==> src/rtl/piso_pkg.sv <==
package piso_pkg;
  typedef enum logic [1:0] {
    ACT_HOLD  = 2'd0,
    ACT_LOAD  = 2'd1,
    ACT_SHIFT = 2'd2
  } piso_act_e;
endpackage

==> src/rtl/piso_sync.sv <==
module piso_sync #(
  parameter int  STAGES    = 2,
  parameter logic RESET_VAL = 1'b1
) (
  input  logic clk,
  input  logic rst,
  input  logic din,
  output logic dout
);
  logic [STAGES-1:0] chain_q;

  always_ff @(posedge clk) begin
    if (rst) begin
      chain_q <= {STAGES{RESET_VAL}};
    end else begin
      chain_q[0] <= din;
      for (int k = 1; k < STAGES; k++) begin
        chain_q[k] <= chain_q[k-1];
      end
    end
  end

  assign dout = chain_q[STAGES-1];
endmodule

==> src/rtl/piso_edge.sv <==
module piso_edge #(
  parameter int SYNC_STAGES = 2
) (
  input  logic clk,
  input  logic rst,
  input  logic clk_line,
  input  logic en_line,
  output logic fire
);
  logic clk_s;
  logic en_s;
  logic or_s;
  logic or_prev_q;

  piso_sync #(.STAGES(SYNC_STAGES), .RESET_VAL(1'b1)) u_sync_clk (
    .clk  (clk),
    .rst  (rst),
    .din  (clk_line),
    .dout (clk_s)
  );

  piso_sync #(.STAGES(SYNC_STAGES), .RESET_VAL(1'b1)) u_sync_en (
    .clk  (clk),
    .rst  (rst),
    .din  (en_line),
    .dout (en_s)
  );

  assign or_s = clk_s | en_s;

  always_ff @(posedge clk) begin
    if (rst) begin
      or_prev_q <= 1'b1;
    end else begin
      or_prev_q <= or_s;
    end
  end

  assign fire = or_s & ~or_prev_q;
endmodule

==> src/rtl/piso_ctrl.sv <==
module piso_ctrl
  import piso_pkg::*;
(
  input  logic      load_n,
  input  logic      fire,
  output piso_act_e act
);
  always_comb begin
    if (!load_n) begin
      act = ACT_LOAD;
    end else if (fire) begin
      act = ACT_SHIFT;
    end else begin
      act = ACT_HOLD;
    end
  end
endmodule

==> src/rtl/piso_stages.sv <==
module piso_stages
  import piso_pkg::*;
#(
  parameter int WIDTH = 8
) (
  input  logic             clk,
  input  logic             rst,
  input  piso_act_e        act,
  input  logic             ser_in,
  input  logic [WIDTH-1:0] par_in,
  output logic [WIDTH-1:0] q,
  output logic [WIDTH-1:0] d_next
);
  logic [WIDTH-1:0] q_r;

  for (genvar i = 0; i < WIDTH; i++) begin : g_stage
    logic from_left;
    if (i == 0) begin : g_first
      assign from_left = ser_in;
    end else begin : g_rest
      assign from_left = q_r[i-1];
    end

    always_comb begin
      case (act)
        ACT_LOAD:  d_next[i] = par_in[i];
        ACT_SHIFT: d_next[i] = from_left;
        default:   d_next[i] = q_r[i];
      endcase
    end
  end

  always_ff @(posedge clk) begin
    if (rst) begin
      q_r <= '0;
    end else begin
      q_r <= d_next;
    end
  end

  assign q = q_r;
endmodule

==> src/rtl/piso_shift_reg.sv <==
module piso_shift_reg
  import piso_pkg::*;
#(
  parameter int WIDTH       = 8,
  parameter int SYNC_STAGES = 2
) (
  input  logic             clk,
  input  logic             rst,
  input  logic             load_n,
  input  logic             sclk,
  input  logic             sclk_en_n,
  input  logic             ser_in,
  input  logic [WIDTH-1:0] par_in,
  output logic             ser_out,
  output logic             ser_out_n
);
  localparam int LAST = WIDTH - 1;

  logic             shift_fire;
  piso_act_e        act;
  logic [WIDTH-1:0] stage_q;
  logic [WIDTH-1:0] stage_d;
  logic             out_n_q;

  piso_edge #(.SYNC_STAGES(SYNC_STAGES)) u_edge (
    .clk      (clk),
    .rst      (rst),
    .clk_line (sclk),
    .en_line  (sclk_en_n),
    .fire     (shift_fire)
  );

  piso_ctrl u_ctrl (
    .load_n (load_n),
    .fire   (shift_fire),
    .act    (act)
  );

  piso_stages #(.WIDTH(WIDTH)) u_stages (
    .clk    (clk),
    .rst    (rst),
    .act    (act),
    .ser_in (ser_in),
    .par_in (par_in),
    .q      (stage_q),
    .d_next (stage_d)
  );

  always_ff @(posedge clk) begin
    if (rst) begin
      out_n_q <= 1'b1;
    end else begin
      out_n_q <= ~stage_d[LAST];
    end
  end

  assign ser_out   = stage_q[LAST];
  assign ser_out_n = out_n_q;
endmodule

==> config.mk <==
export PLATFORM = sky130hd
export DESIGN_NAME = piso_shift_reg
export DESIGN_NICKNAME = d
export VERILOG_FILES = /design/src/rtl/piso_pkg.sv /design/src/rtl/piso_sync.sv /design/src/rtl/piso_edge.sv /design/src/rtl/piso_ctrl.sv /design/src/rtl/piso_stages.sv /design/src/rtl/piso_shift_reg.sv
export SDC_FILE = /design/constraint.sdc
export NUM_CORES = 1
export LEC_CHECK = 0
export ABC_AREA = 1
export CAP_MARGIN = 40
export CELL_PAD_IN_SITES_DETAIL_PLACEMENT = 1
export CELL_PAD_IN_SITES_GLOBAL_PLACEMENT = 1
export CORE_MARGIN = 3
export CORE_UTILIZATION = 32
export CTS_CLUSTER_DIAMETER = 50
export DETAILED_ROUTE_END_ITERATION = 16
export DONT_BUFFER_PORTS = 1
export HOLD_SLACK_MARGIN = 0.15
export PLACE_DENSITY_LB_ADDON = 0.1
export SLEW_MARGIN = 10
export SYNTH_ARGS = -nofsm -noshare
export SYNTH_HDL_FRONTEND = slang
export SYNTH_SLANG_ARGS = --single-unit
==> constraint.sdc <==
create_clock -name clk -period 1.44 [get_ports clk]
set_input_delay 0.288 -clock clk [delete_from_list [all_inputs] [get_ports clk]]
set_output_delay 0.288 -clock clk [all_outputs]
set_load 0.01 [all_outputs]
# Word-level counts from Yosys, hierarchy flattened
# Index checks and enable logic that the tools add are counted.
[op_classes]
bitwise = 4
n_eq_ne = 2
mux = 10
n_reduce_logical = 1
[ops]
columns = ["cell", "count"]
rows = [
  ["$pmux 1 s2", 8],
  ["$mux 2", 2],
  ["$eq 2x1->1 const B", 1],
  ["$eq 2x2->1 const B", 1],
  ["$not 1->1", 2],
  ["$reduce_bool 2->1", 1],
  ["$and 1x1->1", 1],
  ["$or 1x1->1", 1],
]
[totals]
word_cells = 23
inputBits = 14
output_inout_bits = 2
register_bits = 14

# Depth between registers and ports, before layout
[logic_depth]
word_depth = 7
depth_mapped = 7
ltp_nobuf = 7

# Cells and area by module
# Synthesis repeated with hierarchy kept, for this count alone.
[unflattened]
cells_unflattened = 98
hier_area_um2 = 655.6
[modules_own_cells]
columns = ["mod", "area_per_inst_um2", "n_inst", "seq_area_each_um2", "cells_per_inst"]
rows = [
  ["piso_stages", 461.7, 1, 160.2, 73],
  ["piso_sync", 58.8, 2, 40.0, 7],
  ["piso_edge", 37.5, 1, 20.0, 5],
  ["piso_shift_reg", 27.5, 1, 20.0, 3],
  ["piso_ctrl", 11.3, 1, 0.0, 3],
]

# Least setup slack after synthesis
# Ideal clock, no wire load.
[synth_path]
kind = "input -> register"
startpoint = "input port load_n"
endpoint = "register u_stages.q_r[3] (netlist: u_stages.q[3])"
required_time_ps = 1330
arrival_time_ps = 755
n_path_buf = 2
path_slack_ps = 575
cell_stages = 6
setup_time_ps = 110
path_cell_list = "buf_6 -> buf_8 -> nand4_1 -> nand3_1 -> nand2_1 -> inv_1"
[synth_via]
elab_chain_len = 3
word_cells_on_any_way = 5
cone_classes = "eq/ne: 2; mux: 2; reduce/logical: 1"
[synth_lines]
columns = ["item", "line_no", "source"]
rows = [
  ["from (decl)", "piso_shift_reg.sv:9", "input logic load_n,"],
  ["$mux 2 *", "piso_ctrl.sv:9", "if (!load_n) begin"],
  ["$eq 2x2->1 or $eq 2x1->1 (tied branches)", "piso_stages.sv:25", "case (act)"],
  ["$pmux 1 s2 or $reduce_bool 2->1 (tied branches)", "-", ""],
  ["to (signal assigned)", "piso_stages.sv:37", "q_r <= d_next;"],
  ["to (decl)", "piso_stages.sv:14", "logic [WIDTH-1:0] q_r;"],
]
# Mark *: on every way between the ends. The rest lies on a longest branch, timed or not.
# A chain may end at the register's enable or synchronous reset.

# Worst setup path in the final report
[layout_path]
startpoint = "input port rst"
endpoint = "register u_edge.u_sync_clk.chain_q[1]"
[layout_lines]
columns = ["item", "line_no", "source"]
rows = [
  ["from (decl)", "piso_shift_reg.sv:8", "input logic rst,"],
  ["to (signal assigned)", "piso_sync.sv:14", "chain_q <= {STAGES{RESET_VAL}};"],
  ["to (signal, indexed assignment)", "piso_sync.sv:18", "chain_q[k] <= chain_q[k-1];"],
  ["to (decl)", "piso_sync.sv:10", "logic [STAGES-1:0] chain_q;"],
]
# No word-level cell between the ends.

==> reports/qor.yml <==
status:
  status: "finished clean"
detailed_routing:
  first_iter_violations: 4
  drtPass1Iterations: 2
  drtAntennaViolNets: 0
  avgViaCountPerCell: 4.70
  avgRoutedWirePerCell_um: 11.8
  finalWirelength_um: 1250
  vias: 498
  drcViolationCount: 0
worst_setup_path:
  crit_type: "input pin to flip-flop"
  reg2reg_depth: 7
  cp.required_ns: 1.61
  slowest_stage: "dlygate4sd3_1"
  cp_top_family: "buffers and inverters"
  end_kind: "flip-flop"
  path_max_fanout: 4
  crit_arrival_ns: 1.16
  crit_start: "rst"
  cpPeakStageDelay_ns: 0.57
  r2r-start: "u_edge.u_sync_clk.chain_q[1]"
  cp.buffers_inverters: 1
  cp-start-kind: "input pin"
  cp_cell_sequence: "dlygate4sd3_1, or2_2"
  critical_path_depth: 2
finish:
  drive_above_1_share_pct: 17.3
  stdcell_area_um2: 679
  area_growth_pct: 11.7
  fin_cells: 106
  antenna_cells: 0
  nNetsFinal: 96
synth:
  syn-num-nets: 90
  ys.flop_type: "dfxtp_1"
  ys_top_cells_by_area: "dfxtp_1 (46%), nand3_1 (12%), nand2_1 (9.9%)"
  syn_area_per_cell_um2: 8.00
  netlist_area_um2: 608
  yosysTopAreaCellShare_pct: 46.1
  ys_ff_latch: 14
  yosys_warnings: 0
  synthTopCellsByCount: "nand2_1 (16), nand3_1 (15), dfxtp_1 (14)"
  yosysMostFrequentCell: "nand2_1"
  synth_edf_count: 0
  async_flop_share_pct: 0
  syn_inst: 76
  ys_seq_area_share_pct: 46.1
  ys_types: 12
  yosys.area.top_type: "dfxtp_1"
die:
  die_h_um: 49.6
  die_area_mm2: 0.00246
  initial_utilization_pct: 34.5
  pin_count: 16
  die_width_um: 49.6
  rows: 15
  coreArea_mm2: 0.00176
sta:
  setup_violations: 0
  skew_ns: 0.000633
  worst_slew_pin_slew_ns: 0.255
  worst_slack_ns: 0.444
  slew_violations: 0
  rsz0062_at_grt: "no"
  finalHoldViolCount: 0
  finalSetupTns_ns: 0
  period_share_pct: 69.2
  slew_headroom_pct: 82.9
  fmax_mhz: 1000
  period_minus_slack_ns: 0.996
place:
  dpl_worst_slack_ns: 0.482
  dpl_cell_area_um2: 613
  hpwl_um: 882
  portBuffers: 0
  dp.cells: 99
  place_congestion: 0.708
pwr:
  p_sw_share_pct: 22.2
  p_leak_uw: 0.000356
  p_per_area_mw_per_mm2: 1110
  pwr-share-clk_pct: 37.6
  p_int_uw: 585
  seq_power_share_pct: 55.4
  design_power_total_uw: 751
  peakVddDrop_v: 0.000461
  comb_power_share_pct: 7.0
  power_switching_uw: 167
clock_tree:
  clkTransAtPathRegs_ns: 0.09
  post_cts_buffers: 0
  tritoncts: "yes"
  cts_root_buf: "clkbuf_4"
  cts_sinks: 14
  cts_max_path_buffers: 2
  cts_buffers: 3
  clk_latency_ns: 0.27
  htreeDepth: 1
grt:
  first_global_vias: 468
  grt_pass1_wl_um: 2090
  antenna_found_initial: 0
  grt_overflow: 0
  grt_max_degree: 18
  grt_usage_pct: 11.5
run:
  drv_cap: 0
min_path:
  hold_start: "load_n"
  min_path_type: "input pin to flip-flop"
  holdPathStages: 3
[power by group through the flow]
stage               logic (uW)  registers (uW)  clock network (uW)
floorplan                 51.3             423                   0
global placement          46.2             426                   0
detailed placement        46.9             426                   0
CTS                       54.2             417                 291
global route              62.3             419                 317
finish                    52.6             417                 282
[timing repair]
| action | CTS | global route |
|---|---|---|
| endpoints found under the hold margin | 4 | 0 |
| hold buffers | 3 | 0 |
| resized for setup | 0 | 0 |
[layer usage]
layer | global-route usage, % | routed length [um] | vias up | share of wire (%)
met5 | 0 | 0 | - | 0
met4 | 6.91 | 13 | 0 | 1.0
met3 | 4.23 | 71 | 2 | 5.7
met2 | 16.3 | 552 | 12 | 44
met1 | 14.8 | 610 | 223 | 49
li1 | - | - | 261 | -
[flip-flops by register name, indices dropped and copies added, names as in the netlist, named ones only]
register / cells
ser_out_n: 1
u_edge.u_sync_en.chain_q: 2
u_edge.u_sync_clk.chain_q: 2
u_edge.or_prev_q: 1
u_stages.q: 7
[stage by stage]
step	util, %	hold WS, ns
global route	38.5	0.225
floorplan	-	0.389
detailed placement	34.8	0.395
CTS	38.5	0.211
global placement	34.8	0.393
finish	38.5	0.214
[logic make-up (layout without fill, tap and decap cells)]
logic type / count (synthesis) / in the layout / share of synthesized area, %
simple gates: 47 / 47 / 41.6
buf+inv: 15 / 20 / 12.3
flops: 14 / 14 / 46.1
[layout by cell type (no fill, tap or decap), drive strengths merged]
cell type / netlist / routed
nand2: 18 / 18
nand3: 17 / 17
dfxtp: 14 / 14
inv: 12 / 12
nand4: 8 / 8
or2: 4 / 4
clkbuf: 0 / 4
dlygate4sd3: 0 / 3
clkinv: 1 / 1
[final cells by class]
class	count	area [um2]
clock buffers	4	36.3
fillers	244	1080
inverters	13	48.8
multi-input cells	47	253
well taps	25	31.3
repair buffers	3	30.0
flip-flops and latches	14	280
[path summary, 6_finish.rpt]
path,end,slack (ns)
setup / recovery,u_edge.u_sync_clk.chain_q[1],0.44
hold / removal,ser_out_n,0.21
setup reg to reg,u_stages.q[4],0.48
hold reg to reg,u_edge.u_sync_en.chain_q[1],0.41
Power figures use the tool's default switching activity.
